<file path="config.mk">
export PLATFORM = sky130hd
export DESIGN_NAME = i2c_msg_seq
export DESIGN_NICKNAME = d
export VERILOG_FILES = /design/src/rtl/i2c_msg_seq_pkg.sv /design/src/rtl/i2c_seq_addr.sv /design/src/rtl/i2c_seq_decode.sv /design/src/rtl/i2c_msg_seq.sv
export SDC_FILE = /design/constraint.sdc
export NUM_CORES = 1
export LEC_CHECK = 0
export ABC_AREA = 1
export CAP_MARGIN = 30
export CORE_ASPECT_RATIO = 0.75
export CORE_UTILIZATION = 35
export CTS_BUF_LIST = sky130_fd_sc_hd__clkbuf_4
export CTS_CLUSTER_SIZE = 25
export DETAILED_ROUTE_END_ITERATION = 6
export DONT_BUFFER_PORTS = 1
export SLEW_MARGIN = 20
export SYNTH_ARGS = -nofsm -noshare
export SYNTH_HDL_FRONTEND = slang
export SYNTH_SLANG_ARGS = --single-unit
</file>
<file path="constraint.sdc">
create_clock -name clk -period 2.74 [get_ports clk]
set_clock_uncertainty 0.2 [all_clocks]
set_input_delay 0.274 -clock clk [delete_from_list [all_inputs] [get_ports clk]]
set_output_delay 0.274 -clock clk [all_outputs]
set_load 0.02 [all_outputs]
</file>
<file path="src/rtl/i2c_msg_seq_pkg.sv">
package i2c_msg_seq_pkg;

    typedef enum logic [3:0] {
        ACT_NONE      = 4'd0,
        ACT_CONTINUE  = 4'd1,
        ACT_START     = 4'd2,
        ACT_ADDR1     = 4'd3,
        ACT_ADDR2     = 4'd4,
        ACT_SEND      = 4'd5,
        ACT_RECV      = 4'd6,
        ACT_RECV_STOP = 4'd7,
        ACT_STOP      = 4'd8
    } act_e;

    typedef enum logic [2:0] {
        PH_IDLE, PH_WAIT_START, PH_WAIT_A1, PH_WAIT_A2,
        PH_WAIT_TXACK, PH_WAIT_RXDATA, PH_ABORT
    } phase_e;

    typedef enum logic [3:0] {
        EV_START, EV_WADDR, EV_RADDR, EV_WADDR2, EV_RADDR2,
        EV_WDATA, EV_RDATA_ACK, EV_RDATA_NACK, EV_NODEV, EV_OTHER
    } evclass_e;

    localparam logic [1:0] RES_OK    = 2'd0;
    localparam logic [1:0] RES_NODEV = 2'd1;
    localparam logic [1:0] RES_IOERR = 2'd2;
    localparam logic [1:0] RES_ABORT = 2'd3;

endpackage

</file>
<file path="src/rtl/i2c_seq_addr.sv">
module i2c_seq_addr (
    input  logic [9:0] addr,
    input  logic       ten,
    input  logic       read,
    input  logic       rev,
    output logic [7:0] first_byte,
    output logic [7:0] second_byte
);
    logic dir;

    always_comb begin
        dir = read ^ rev;
        if (ten) begin
            first_byte  = {5'b11110, addr[9:8], dir};
            second_byte = addr[7:0];
        end else begin
            first_byte  = {addr[6:0], dir};
            second_byte = 8'h00;
        end
    end
endmodule

</file>
<file path="src/rtl/i2c_seq_decode.sv">
module i2c_seq_decode
    import i2c_msg_seq_pkg::*;
(
    input  logic [7:0] status,
    output evclass_e   cls
);
    always_comb begin
        unique case (status)
            8'h08, 8'h10:         cls = EV_START;
            8'h18:                cls = EV_WADDR;
            8'h40:                cls = EV_RADDR;
            8'hD0:                cls = EV_WADDR2;
            8'hE0:                cls = EV_RADDR2;
            8'h28:                cls = EV_WDATA;
            8'h50:                cls = EV_RDATA_ACK;
            8'h58:                cls = EV_RDATA_NACK;
            8'h20, 8'h30, 8'h48:  cls = EV_NODEV;
            default:              cls = EV_OTHER;
        endcase
    end
endmodule

</file>
<file path="src/rtl/i2c_msg_seq.sv">
module i2c_msg_seq
    import i2c_msg_seq_pkg::*;
#(
    parameter int LEN_W = 8
) (
    input  logic             clk,
    input  logic             rst_n,
    input  logic             start,
    input  logic [9:0]       cfg_addr,
    input  logic             cfg_ten,
    input  logic             cfg_read,
    input  logic             cfg_rev,
    input  logic             cfg_nostart,
    input  logic [LEN_W-1:0] cfg_len,
    input  logic             abort_req,
    input  logic             evt_valid,
    input  logic [7:0]       evt_status,
    input  logic [7:0]       eng_rx_data,
    input  logic [7:0]       tx_data,
    output logic             tx_take,
    output logic             act_valid,
    output logic [3:0]       act_code,
    output logic [7:0]       act_byte,
    output logic             ack_en,
    output logic             irq_en,
    output logic             rx_valid,
    output logic [7:0]       rx_byte,
    output logic             done,
    output logic [1:0]       result,
    output logic             busy
);
    localparam logic [LEN_W-1:0] CNT_ONE = LEN_W'(1);

    typedef struct packed {
        phase_e           phase;
        logic             ten;
        logic [7:0]       a1;
        logic [7:0]       a2;
        logic [LEN_W-1:0] left;
        logic             ack;
        logic             irq;
        logic             av;
        act_e             code;
        logic [7:0]       abyte;
        logic             take;
        logic             rxv;
        logic [7:0]       rxb;
        logic             done;
        logic [1:0]       res;
    } seq_t;

    seq_t     s_d, s_q;
    logic [7:0] first_b, second_b;
    evclass_e cls;
    logic     aborting, do_stop, keep_res;
    logic [1:0] stop_res;

    i2c_seq_addr u_addr (
        .addr(cfg_addr), .ten(cfg_ten), .read(cfg_read), .rev(cfg_rev),
        .first_byte(first_b), .second_byte(second_b)
    );

    i2c_seq_decode u_dec (.status(evt_status), .cls(cls));

    always_comb begin
        s_d       = s_q;
        s_d.av    = 1'b0;
        s_d.code  = ACT_NONE;
        s_d.abyte = 8'h00;
        s_d.take  = 1'b0;
        s_d.rxv   = 1'b0;
        s_d.done  = 1'b0;
        do_stop   = 1'b0;
        keep_res  = 1'b0;
        stop_res  = RES_OK;
        aborting  = (s_q.phase == PH_ABORT) || abort_req;

        if (s_q.phase == PH_IDLE) begin
            if (evt_valid) begin
                do_stop  = 1'b1;
                keep_res = 1'b1;
            end else if (start) begin
                s_d.ten  = cfg_ten;
                s_d.a1   = first_b;
                s_d.a2   = second_b;
                s_d.left = cfg_len;
                s_d.ack  = 1'b1;
                s_d.irq  = 1'b1;
                s_d.av   = 1'b1;
                if (!cfg_nostart) begin
                    s_d.code  = ACT_START;
                    s_d.phase = PH_WAIT_START;
                end else if (cfg_read) begin
                    s_d.code  = ACT_CONTINUE;
                    s_d.phase = PH_WAIT_RXDATA;
                end else if (cfg_len == '0) begin
                    do_stop = 1'b1;
                end else begin
                    s_d.code  = ACT_SEND;
                    s_d.abyte = tx_data;
                    s_d.take  = 1'b1;
                    s_d.left  = cfg_len - CNT_ONE;
                    s_d.phase = PH_WAIT_TXACK;
                end
            end
        end else if (evt_valid) begin
            s_d.av = 1'b1;
            if (aborting) begin
                do_stop  = 1'b1;
                stop_res = RES_ABORT;
            end else begin
                unique case (cls)
                    EV_START: begin
                        s_d.code  = ACT_ADDR1;
                        s_d.abyte = s_q.a1;
                        s_d.phase = PH_WAIT_A1;
                    end
                    EV_WADDR, EV_RADDR, EV_WADDR2, EV_RADDR2, EV_WDATA: begin
                        if (s_q.ten && (cls == EV_WADDR || cls == EV_RADDR)) begin
                            s_d.code  = ACT_ADDR2;
                            s_d.abyte = s_q.a2;
                            s_d.phase = PH_WAIT_A2;
                        end else if (s_q.left == '0) begin
                            do_stop = 1'b1;
                        end else if (cls == EV_RADDR || cls == EV_RADDR2) begin
                            s_d.code  = ACT_CONTINUE;
                            s_d.phase = PH_WAIT_RXDATA;
                            if (s_q.left == CNT_ONE) s_d.ack = 1'b0;
                        end else begin
                            s_d.code  = ACT_SEND;
                            s_d.abyte = tx_data;
                            s_d.take  = 1'b1;
                            s_d.left  = s_q.left - CNT_ONE;
                            s_d.phase = PH_WAIT_TXACK;
                        end
                    end
                    EV_RDATA_ACK: begin
                        s_d.code  = ACT_RECV;
                        s_d.rxv   = 1'b1;
                        s_d.rxb   = eng_rx_data;
                        s_d.phase = PH_WAIT_RXDATA;
                        if (s_q.left != '0) s_d.left = s_q.left - CNT_ONE;
                        if (s_q.left == LEN_W'(2)) s_d.ack = 1'b0;
                    end
                    EV_RDATA_NACK: begin
                        s_d.rxv = 1'b1;
                        s_d.rxb = eng_rx_data;
                        do_stop = 1'b1;
                    end
                    EV_NODEV: begin
                        do_stop  = 1'b1;
                        stop_res = RES_NODEV;
                    end
                    default: begin
                        do_stop  = 1'b1;
                        stop_res = RES_IOERR;
                    end
                endcase
            end
        end else if (abort_req) begin
            s_d.phase = PH_ABORT;
        end

        if (do_stop) begin
            s_d.av    = 1'b1;
            s_d.code  = (evt_valid && cls == EV_RDATA_NACK && s_q.phase != PH_IDLE
                         && !aborting) ? ACT_RECV_STOP : ACT_STOP;
            s_d.abyte = 8'h00;
            s_d.irq   = 1'b0;
            s_d.done  = 1'b1;
            s_d.phase = PH_IDLE;
            if (!keep_res) s_d.res = stop_res;
        end
    end

    always_ff @(posedge clk or negedge rst_n) begin
        if (!rst_n) begin
            s_q       <= '0;
            s_q.phase <= PH_IDLE;
            s_q.code  <= ACT_NONE;
        end else begin
            s_q <= s_d;
        end
    end

    assign tx_take   = s_q.take;
    assign act_valid = s_q.av;
    assign act_code  = s_q.code;
    assign act_byte  = s_q.abyte;
    assign ack_en    = s_q.ack;
    assign irq_en    = s_q.irq;
    assign rx_valid  = s_q.rxv;
    assign rx_byte   = s_q.rxb;
    assign done      = s_q.done;
    assign result    = s_q.res;
    assign busy      = (s_q.phase != PH_IDLE);
endmodule

</file>
## Word level (Yosys, flattened, before mapping)

Cells that the tools add are included.

| operators by class | value |
|---|---|
| add/subtract/negate cells | 2 |
| equal/unequal tests | 39 |
| mux-type cells | 71 |
| bitwise gates (word level) | 5 |
| reductions and logical operators | 33 |

Operators with widths:

| kind | count |
|---|---|
| 9-bit 2-to-1 mux | 10 |
| 44-bit 2-to-1 mux | 2 |
| 8-bit 2-to-1 mux | 7 |
| 3-bit 2-to-1 mux | 13 |
| 4-bit case mux with 9 select lines | 1 |
| 8-bit by 7-bit == test with 1-bit output (second input constant) | 4 |
| 14-bit 2-to-1 mux | 2 |
| 3-bit != test (second input constant) | 9 |
| 8-bit by 6-bit == test with 1-bit output (second input constant) | 3 |
| 12-bit 2-to-1 mux | 2 |
| 23-bit 2-to-1 mux | 1 |
| 22-bit 2-to-1 mux | 1 |
| 1-bit 2-to-1 mux | 19 |
| 9-bit case mux with 2 select lines | 1 |
| 4-bit by 3-bit == test with 1-bit output (second input constant) | 4 |
| 8-bit by 5-bit == test with 1-bit output (second input constant) | 2 |
| 8-bit == test (second input constant) | 2 |
| 8-bit zero test | 2 |
| 8-bit case mux with 2 select lines | 1 |
| 8-bit by 1-bit subtractor with 8-bit output (second input constant) | 2 |
| 13-bit 2-to-1 mux | 1 |
| 4-bit case mux with 3 select lines | 1 |
| 5-bit != test (second input constant) | 2 |
| 10-bit AND reduction | 1 |
| other kinds (36) | 57 |

| storage, ports and cells | value |
|---|---|
| register bits | 56 |
| input bits | 51 |
| output and inout port bits | 29 |
| logic and storage cells | 165 |

## Longest topological paths before layout

Gate-level depths: netlist of the first run.

| depth | value |
|---|---|
| depth in word-level cells | 13 |
| gate-level depth with buffers | 13 |
| mapped depth without buffers | 13 |

## Hierarchy

Synthesis of the first run repeated with hierarchy kept, for this count alone.

| second synthesis, totals | value |
|---|---|
| cell total of the unflattened synthesis | 564 |
| area total of the unflattened synthesis | 3,839.9 µm² |

By module, submodules not included:

| module | times used | cells an instance | area an instance (µm²) | seq. area each (µm²) |
|---|---|---|---|---|
| i2c_msg_seq | 1 | 469 | 3,402.0 | 1,401.3 |
| i2c_seq_decode | 1 | 59 | 279.0 | 0.0 |
| i2c_seq_addr | 1 | 36 | 158.9 | 0.0 |

## Worst setup path before layout of the first run

Ideal clock, no wire load.

| timing path | value |
|---|---|
| kind | register -> register |
| from | reg s_q[53] (netlist name) |
| to | reg s_q[31] (netlist name) |
| library setup time | 0.076 ns |
| arrival time | 1.976 ns |
| path slack | 0.488 ns |
| stages on the path, launching flop included | 12 |
| path buffers | 2 |
| cells stage by stage | dfrtp_1 -> nor3_4 -> inv_2 -> buf_2 -> ha_1 -> inv_1 -> nor2_1 -> nand3_2 -> nor2_4 -> buf_6 -> nand2_1 -> o21ai_1 |

| on the way | value |
|---|---|
| cells in the longest elaborated chain, start to end | 4 |

Ends and longest elaborated chain:

| item | line | source |
|---|---|---|
| start, declared | i2c_msg_seq.sv:52 | `seq_t s_d, s_q;` |
| 3-bit == test | i2c_msg_seq.sv:76 | `aborting = (s_q.phase == PH_ABORT) \|\| abort_req;` |
| 1-bit logical OR | i2c_msg_seq.sv:76 |  |
| 2-bit by 1-bit != test with 1-bit output (no line) | - |  |
| 9-bit AND reduction (no line) | - |  |

Several ways; a longest one is shown, not always the timed one.
A chain may end at the register's enable or synchronous reset.

## Worst setup path in the final report of the first run

| timing path | value |
|---|---|
| from | reg s_q[53] (netlist name) |
| to | reg s_q[45] (netlist name) |

| on the way | value |
|---|---|
| cells in the longest elaborated chain, start to end | 2 |

Ends and longest elaborated chain:

| item | line | source |
|---|---|---|
| 3-bit zero test | i2c_msg_seq.sv:78 | `if (s_q.phase == PH_IDLE) begin` |
| 3-bit AND reduction (no line) | - |  |

Every way passes these cells.

==> impl_metrics.json, run 1 <==
{
  "total_power_mw": 2.77,
  "synthCells": 484,
  "cts_resized": 0,
  "setup_violations": 0,
  "clk_pin_slew_ns": 0.16,
  "synth-xor-area-share": 0.0247,
  "clk_latency_ns": 0.39,
  "async_flop_share": 1.00,
  "vias": 3154,
  "worst_path_max_delay_cell": "dlygate4sd3_1",
  "reg2reg_to": "s_q[45]",
  "netlist_top_cells_count": "nand2_1 (142), dfrtp_1 (56), nor2_1 (51), inv_1 (50), nand3_1 (28)",
  "ys_warn_count": 0,
  "setup_ws_ns": 0.159,
  "synth.area.top_cells": "dfrtp_1 (40%), nand2_1 (15%), nor2_1 (5.4%)",
  "power.density_nw_per_um2": 697,
  "reg2reg_depth": 7,
  "grt_pass1_vias": 3031,
  "worstPathMaxFanout": 11,
  "cp.required_ns": 2.87,
  "post-place-ws_ns": 0.469,
  "slew_headroom": 0.638,
  "path_buf_inv": 3,
  "rows": 31,
  "io_pins": 80,
  "tightestPinTransition_ns": 0.540,
  "r2r-start": "s_q[53]",
  "synth_top_area_cell": "dfrtp_1",
  "leakagePower_nw": 1.93,
  "synthesis.area_um2": 3540,
  "critical-path-top-delay-family": "buffers and inverters",
  "synth_nets": 543,
  "irDropWorstVdd_uv": 198,
  "clock_sinks": 56,
  "gp_congestion": 0.858,
  "drive_above_1_share": 0.0714,
  "finalSetupTns_ns": 0,
  "rsz0062_at_grt": "no",
  "arrival_ns": 2.71,
  "postCtsSetupRepairBufs": 0,
  "areaGrowthSynthToFinish_pct": 12.4,
  "hold_path_class": "in2reg",
  "path_cells": "nor3_4 > nand2_2 > inv_2 > buf_4 > nor2_1 > a31oi_1 > dlygate4sd3_1",
  "critPathLaunch": "s_q[53]",
  "synth-simple-area-share": 0.301,
  "dpl-instance-area_um2": 3520,
  "fmax_ghz": 0.387,
  "crit_type": "reg2reg",
  "detail-route-antenna-nets": 0,
  "die_area_um2": 10500,
  "max_cap_viol_count": 0,
  "layout.nets": 563,
  "drt_first_pass_iters": 5,
  "antenna_cells": 0,
  "synthAdderAreaFrac": 0.0283,
  "netlist.area_leader.share": 0.396,
  "synth_top_family_by_area": "simple AND/OR/NAND/NOR gates",
  "ys_seq_area_frac": 0.396,
  "drc": 0,
  "synth_edf_count": 0,
  "cp-start-kind": "flip-flop",
  "start_util": 0.364,
  "avgViaCountPerCell": 4.96,
  "cp-endpoint": "s_q[45]",
  "port_buffers": 0,
  "fin_area_um2": 3980,
  "wl_um": 9150,
  "hold_violations": 0,
  "grt_max_degree": 57,
  "coreArea_um2": 9740,
  "synth_cell_types": 35,
  "grt_pass1_wl_um": 14900,
  "numCtsBuffers": 5,
  "fp.dieW_um": 118,
  "avgSynthCellArea_um2": 7.32,
  "outcome": "complete, no violations",
  "synth_ff_type": "dfrtp_1",
  "cts_tree": "yes",
  "cts_max_level": 2,
  "whs_ns": 0.0316,
  "end_kind": "flip-flop",
  "groute.usage.overall": 0.181,
  "synth_seq_cells": 56,
  "clock_path_buffers": 2,
  "post_drt_wl_per_cell_um": 14.4,
  "root_buffer": "clkbuf_4",
  "synth-compound-area-share": 0.131,
  "synth.most_common_cell": "nand2_1",
  "period_share": 0.942,
  "r2r_slack_ns": 0.16,
  "cp.depth": 7,
  "antenna_found_initial": 0,
  "finalCriticalPeriod_ns": 2.58,
  "cpPeakStageDelay_ns": 0.56,
  "dpl.hpwl_um": 6820,
  "grt-ovfl-total": 0,
  "fp.dieH_um": 89.1,
  "synthMuxAreaShare": 0,
  "dr.first_iter.drc_count": 144,
  "drv_slew": 0
}
metal layers:
metal / part of all wire / up-vias / track usage
met2: 0.42 / 114 / 0.275
met1: 0.49 / 1458 / 0.249
li1: - / 1573 / -
met4: 0.011 / 0 / 0.0455
met3: 0.084 / 9 / 0.0574
met5: 0 / - / 0
cell usage in the layout, fill, tap and decap left out, types with 3 or more instances in the layout:
cell type        n
o21ai_0         27
buf_4            4
nand2_1        142
nand2_2          5
nand4_1          7
inv_2            5
nor2_1          51
xnor2_1          3
a31oi_1          6
nor2_4           3
o21ai_1          8
a21oi_1         12
dlygate4sd3_1   38
nor2_2           4
nor3_1           3
o22ai_1          5
ha_1             8
o211ai_1        12
dfrtp_1         56
xor2_1           7
clkbuf_4         6
inv_1           50
nand3_1         28
kinds of logic (layout without fill, tap and decap cells):
kind of cell    after synthesis  in the layout
simple gates                248            248
buf+inv                      85            105
compound gates               77             77
flops                        56             56
xor+xnor                     10             10
fa+ha+maj                     8              8
how the worst min path moves through the flow:
stage	from	endpoint	slack, ns	cells past startpoint
5_1_grt	cfg_len[6]	s_q[34]	0.03	5
4_1_cts	cfg_len[6]	s_q[34]	0.007	5
3_5_place_dp	rst_n	act_byte[7]	-0.22	0
6_report	cfg_len[6]	s_q[34]	0.03	5
2_1_floorplan	rst_n	ack_en	-0.22	0
3_3_place_gp	rst_n	act_byte[5]	-0.22	0
stage by stage:
stage | utilization | cells
floorplan | - | 484
global placement | 0.362 | 590
detailed placement | 0.362 | 590
CTS | 0.409 | 636
global route | 0.409 | 636
finish | 0.409 | 636
layout make-up:
cell class | instances | area (um^2)
tap | 132 | 165
clock inverter | 1 | 5.00
clock buffer | 6 | 45.0
inverter | 55 | 206
sequential | 56 | 1400
timing repair buffer | 43 | 438
fill | 1012 | 5760
multi-input combinational | 343 | 1720
report_power, final:
part	switching [mW]	internal, mW	total [mW]
Clock	0.261	0.105	0.367
Sequential	0.179	1.04	1.22
Combinational	0.758	0.431	1.19
Total	1.20	1.57	2.77
worst reg2reg max path, stage by stage (launching register included):
cell and delay, ns:
dfrtp_1 0.47, nor3_4 0.46, nand2_2 0.24, inv_2 0.22, buf_4 0.20, nor2_1 0.05
a31oi_1 0.12, dlygate4sd3_1 0.56
state kept, by name (all words and copies together), names as in the netlist, 2 cells and up:
register,count
act_code,4
s_q,28
act_byte,8
rx_byte,8
result,2
what timing repair did:
item,4_1_cts,5_1_grt
endpoints found under the hold margin,103,0
hold buffers,39,0
endpoints found under the setup margin,0,0
Power figures use the tool's default switching activity.
==> inputs of run 2 (changes only) <==
--- a/config.mk
+++ b/config.mk
@@ -13,6 +13,7 @@
 export CTS_CLUSTER_SIZE = 25
 export DETAILED_ROUTE_END_ITERATION = 6
 export DONT_BUFFER_PORTS = 1
+export PLACE_DENSITY = 0.48
 export SLEW_MARGIN = 20
 export SYNTH_ARGS = -nofsm -noshare
 export SYNTH_HDL_FRONTEND = slang
==> run 2 against run 1 <==
Power increased by 10%. Clock power increased by 57%. Non-clock buffer count increased by 6. Combinational power increased by 6%. Core utilization increased by 1.1 points. Sequential share of layout area decreased by 0.96 points. Flip-flop and latch count unchanged. Largest power group is now combinational logic.
==> impl_metrics.json, run 2 (synthesis results as in run 1) <==
{
  "setup_violations": 0,
  "r2r-start": "s_q[53]",
  "drt_first_pass_iters": 4,
  "cp-start-kind": "flip-flop",
  "power.density_nw_per_um2": 746,
  "arrival_ns": 2.71,
  "areaGrowthSynthToFinish_pct": 15.5,
  "root_buffer": "clkbuf_4",
  "finalCriticalPeriod_ns": 2.60,
  "period_share": 0.948,
  "start_util": 0.364,
  "min_path_cells": 5,
  "path_buf_inv": 5,
  "rows": 31,
  "reg2reg_to": "s_q[55]",
  "irDropWorstVdd_uv": 287,
  "cts_tree": "yes",
  "end_kind": "flip-flop",
  "reg2reg_depth": 9,
  "rsz0062_at_grt": "no",
  "crit_type": "reg2reg",
  "worstPathMaxFanout": 18,
  "worst_path_max_delay_cell": "dlygate4sd3_1",
  "drive_above_1_share": 0.0763,
  "grt_pass1_vias": 3114,
  "vias": 3101,
  "detail-route-antenna-nets": 0,
  "antenna_found_initial": 0,
  "total_power_mw": 3.05,
  "slew_headroom": 0.631,
  "layout.nets": 569,
  "regMostFlops": "s_q",
  "max_cap_viol_count": 0,
  "worstHoldStart": "abort_req",
  "largest_reg_flops": 28,
  "wl_um": 9380,
  "clock_path_buffers": 2,
  "leakagePower_nw": 1.98,
  "grtUsageMet2": 0.288,
  "layout_commonest_cell": "nand2_1",
  "die_area_um2": 10500,
  "dpl-instance-area_um2": 3510,
  "dr.first_iter.drc_count": 167,
  "cts_max_level": 2,
  "tightestPinTransition_ns": 0.552,
  "clk_latency_ns": 0.40,
  "final_cell_mix": "nand2_1 (142), dfrtp_1 (56), nor2_1 (51)",
  "post_drt_wl_per_cell_um": 14.6,
  "fin_area_um2": 4090,
  "cp.required_ns": 2.85,
  "finalSetupTns_ns": 0,
  "port_buffers": 0,
  "stdcell_count": 643,
  "met1_usage": 0.279,
  "io_pins": 80,
  "grt_max_degree": 57,
  "numCtsBuffers": 5,
  "groute.usage.overall": 0.190,
  "grt.busiest_layer": "met2",
  "outcome": "complete, no violations",
  "hold_path_class": "in2reg",
  "dpl.hpwl_um": 7060,
  "clk_pin_slew_ns": 0.18,
  "cts_resized": 0,
  "cpPeakStageDelay_ns": 0.55,
  "avgViaCountPerCell": 4.82,
  "fp.dieW_um": 118,
  "grt_pass1_wl_um": 15600,
  "clock_sinks": 56,
  "coreArea_um2": 9740,
  "antenna_cells": 0,
  "grt-ovfl-total": 0,
  "hold_violations": 0,
  "critical-path-top-delay-family": "buffers and inverters",
  "hold-path-endpoint": "tx_take",
  "gp_congestion": 0.865,
  "path_cells": "nor3_4 > buf_4 > inv_2 > buf_4 > a21oi_1 > inv_2 > nand4_1 > nand2_1 > dlygate4sd3_1",
  "fp.dieH_um": 89.1,
  "r2r_slack_ns": 0.14,
  "drc": 0,
  "dp.cells": 588,
  "fmax_ghz": 0.385,
  "drv_slew": 0,
  "met3_usage": 0.0402
}
[run 2: changes by cell type in the layout (fill, tap and decap cells not counted)]
cell           previous run  this run
clkbuf_4                  6         5
dlygate4sd3_1            38        42
buf_4                     4         6
bufinv_16                 0         2
clkinv_2                  1         0
inv_6                     0         1
[run 2: power breakdown]
group / leakage, nW / switching [mW] / internal, mW
logic: 1.19 / 0.770 / 0.485
clock network: 0.0558 / 0.291 / 0.287
registers: 0.728 / 0.181 / 1.04
[run 2: area by class of cell]
class	count	area [um^2]
tap	132	165
inverter	55	206
timing repair buffer	49	493
clock inverter	3	68.8
multi-input combinational	343	1720
fill	1022	5640
clock buffer	5	37.5
sequential	56	1400
[run 2: metrics by stage]
stage                     hold WS (ns)  setup WS (ns)  utilization
after CTS                     0.000507          0.144        0.417
after detailed placement        -0.220          0.524        0.360
after global placement          -0.220          0.572        0.360
final                           0.0150          0.144        0.420
after floorplan                 -0.222          0.488            -
after global routing            0.0236         0.0226        0.420
[run 2: layer usage]
metal / vias up / part of all wire / routed length, um
li1: 1597 / - / -
met5: - / 0 / 0
met3: 8 / 0.055 / 518
met4: 0 / 0.0065 / 61
met1: 1411 / 0.52 / 4910
met2: 85 / 0.41 / 3890
[run 2: what timing repair did]
item,in CTS,in global routing
hold buffers,43,0
setup buffers,0,4
endpoints found under the hold margin,104,0
endpoints found under the setup margin,0,4
[run 2: how the worst max path moves through the flow]
stage,startpoint,to,cells after the start
floorplan,s_q[53],s_q[31],11
global placement,s_q[53],s_q[29],9
detailed placement,s_q[53],s_q[32],9
CTS,s_q[53],s_q[46],7
global route,s_q[53],s_q[55],9
finish,s_q[53],s_q[55],9
[run 2: worst min-delay path, stage by stage]
cell     delay [ns]
inv_1          0.03
o31ai_2        0.12
nor2_2         0.07
nand2_1        0.07
nand2_1        0.05
==> inputs of run 3 (changes only) <==
--- a/config.mk
+++ b/config.mk
@@ -8,12 +8,13 @@
 export ABC_AREA = 1
 export CAP_MARGIN = 30
 export CORE_ASPECT_RATIO = 0.75
-export CORE_UTILIZATION = 35
+export CORE_UTILIZATION = 45
 export CTS_BUF_LIST = sky130_fd_sc_hd__clkbuf_4
 export CTS_CLUSTER_SIZE = 25
 export DETAILED_ROUTE_END_ITERATION = 6
 export DONT_BUFFER_PORTS = 1
-export PLACE_DENSITY = 0.48
+export PLACE_DENSITY = 0.59
+export SETUP_SLACK_MARGIN = 0.4
 export SLEW_MARGIN = 20
 export SYNTH_ARGS = -nofsm -noshare
 export SYNTH_HDL_FRONTEND = slang
==> run 3 against run 2 <==
First-iteration DRC count increased by 14%. Critical path depth decreased by 3. Highest routed layer unchanged. Sequential share of layout area increased by 1.2 points. Non-clock buffer count decreased by 7. Largest power group is now sequential cells. Cell area decreased by 3.3%.
==> impl_metrics.json, run 3 (synthesis results as in run 1) <==
{
  "period_share": 0.826,
  "avgViaCountPerCell": 5.19,
  "regMostFlops": "s_q",
  "grt_pass1_vias": 2928,
  "irDropWorstVdd_uv": 302,
  "dpl.hpwl_um": 6440,
  "cp-start-kind": "flip-flop",
  "drc": 0,
  "gp_congestion": 0.902,
  "power.density_nw_per_um2": 705,
  "fp.dieW_um": 104,
  "drt_first_pass_iters": 5,
  "arrival_ns": 2.38,
  "whs_ns": 0.00914,
  "clk_pin_slew_ns": 0.17,
  "groute.usage.overall": 0.224,
  "hold-path-endpoint": "s_q[32]",
  "antenna_cells": 0,
  "crit_type": "reg2reg",
  "detail-route-antenna-nets": 0,
  "layout.nets": 562,
  "layout_commonest_cell": "nand2_1",
  "max_cap_viol_count": 0,
  "wl_um": 8840,
  "fp.dieH_um": 78.8,
  "post_drt_wl_per_cell_um": 14.6,
  "r2r_slack_ns": 0.48,
  "worstHoldStart": "cfg_len[4]",
  "drv_slew": 0,
  "vias": 3137,
  "tightestPinTransition_ns": 0.531,
  "cts_max_level": 2,
  "port_buffers": 0,
  "finalSetupTns_ns": 0,
  "r2r-start": "s_q[53]",
  "dr.first_iter.drc_count": 190,
  "cts_tree": "yes",
  "io_pins": 80,
  "finalCriticalPeriod_ns": 2.26,
  "die_area_um2": 8230,
  "rows": 27,
  "fill_cells": 696,
  "clock_sinks": 56,
  "setup_violations": 0,
  "rsz0062_at_grt": "no",
  "grt-ovfl-total": 0,
  "antenna_found_initial": 0,
  "final_cell_mix": "nand2_1 (142), dfrtp_1 (56), nor2_1 (51)",
  "cp.required_ns": 2.86,
  "root_buffer": "clkbuf_4",
  "clk_latency_ns": 0.37,
  "leakagePower_nw": 1.93,
  "end_kind": "flip-flop",
  "hold_path_class": "in2reg",
  "fmax_ghz": 0.442,
  "start_util": 0.474,
  "worstPathMaxFanout": 20,
  "reg2reg_depth": 6,
  "clock_path_buffers": 2,
  "min_path_cells": 5,
  "areaGrowthSynthToFinish_pct": 11.8,
  "drive_above_1_share": 0.0754,
  "hold_violations": 0,
  "numCtsBuffers": 5,
  "slew_headroom": 0.644,
  "grt_max_degree": 57,
  "outcome": "complete, no violations",
  "grt_pass1_wl_um": 14600,
  "reg2reg_to": "s_q[45]",
  "largest_reg_flops": 28,
  "coreArea_um2": 7470
}
-- run 3: changes by cell type in the layout (fill, tap and decap cells not counted), sizes merged --
cell,change
clkinvlp,+1
clkbuf,+1
buf,-1
bufinv,-2
dlygate4sd3,-6
clkinv,+1
inv,-1
-- run 3: what timing repair did --
item / CTS / global route
endpoints found under the hold margin: 97 / 0
gates resized for setup: 0 / 3
cloned: 0 / 0
hold buffers: 37 / 0
pin swaps: 1 / 1
setup endpoints to repair: 2 / 8
setup buffers: 2 / 1
-- run 3: worst max-delay path by stage --
stage,from,endpoint
5_1_grt,s_q[53],s_q[45]
3_5_place_dp,s_q[53],s_q[35]
2_1_floorplan,s_q[53],s_q[31]
3_3_place_gp,s_q[53],s_q[35]
4_1_cts,s_q[53],s_q[45]
6_report,s_q[53],s_q[45]
-- run 3: cell type report --
cell class	count	area, um^2	area share
clock inverter	2	16.3	0.00411
timing repair buffer	42	438	0.111
clock buffer	6	45.0	0.0114
tap	101	126	0.0319
inverter	55	211	0.0534
sequential	56	1400	0.354
multi-input combinational	343	1720	0.434
-- run 3: metrics by stage --
stage                util  instance area [um^2]  total power [mW]  std cells  worst slack (ns)
floorplan               -                  3540              2.09        484             0.488
global placement    0.465                  3470              2.27        557             0.470
detailed placement  0.465                  3470              2.29        557             0.418
CTS                 0.527                  3930              2.78        604             0.428
global route        0.530                  3960              3.02        605             0.391
finish              0.530                  3960              2.79        605             0.478
-- run 3: routing by layer --
| metal | global-route usage | vias to the layer above | part of all wire | wire length [um] |
|---|---|---|---|---|
| met1 | 0.326 | 1442 | 0.50 | 4410 |
| li1 | - | 1573 | - | - |
| met3 | 0.0616 | 4 | 0.082 | 726 |
| met4 | 0.0286 | 0 | 0.0060 | 53 |
| met5 | 0 | - | 0 | 0 |
| met2 | 0.339 | 118 | 0.41 | 3650 |
-- run 3: critical path, stage by stage, from the launching register on --
cell,delay [ns]
dfrtp_1,0.46
nor3_4,0.34
nand2_2,0.24
inv_6,0.20
nor2_1,0.06
a31oi_1,0.14
dlygate4sd3_1,0.58
-- run 3: where the power goes --
| part | leakage (nW) | switching (mW) | internal [mW] | total, mW |
|---|---|---|---|---|
| sequential | 0.728 | 0.173 | 1.04 | 1.21 |
| clock | 0.0319 | 0.264 | 0.113 | 0.377 |
| combinational | 1.17 | 0.766 | 0.438 | 1.20 |
| total | 1.93 | 1.20 | 1.59 | 2.79 |
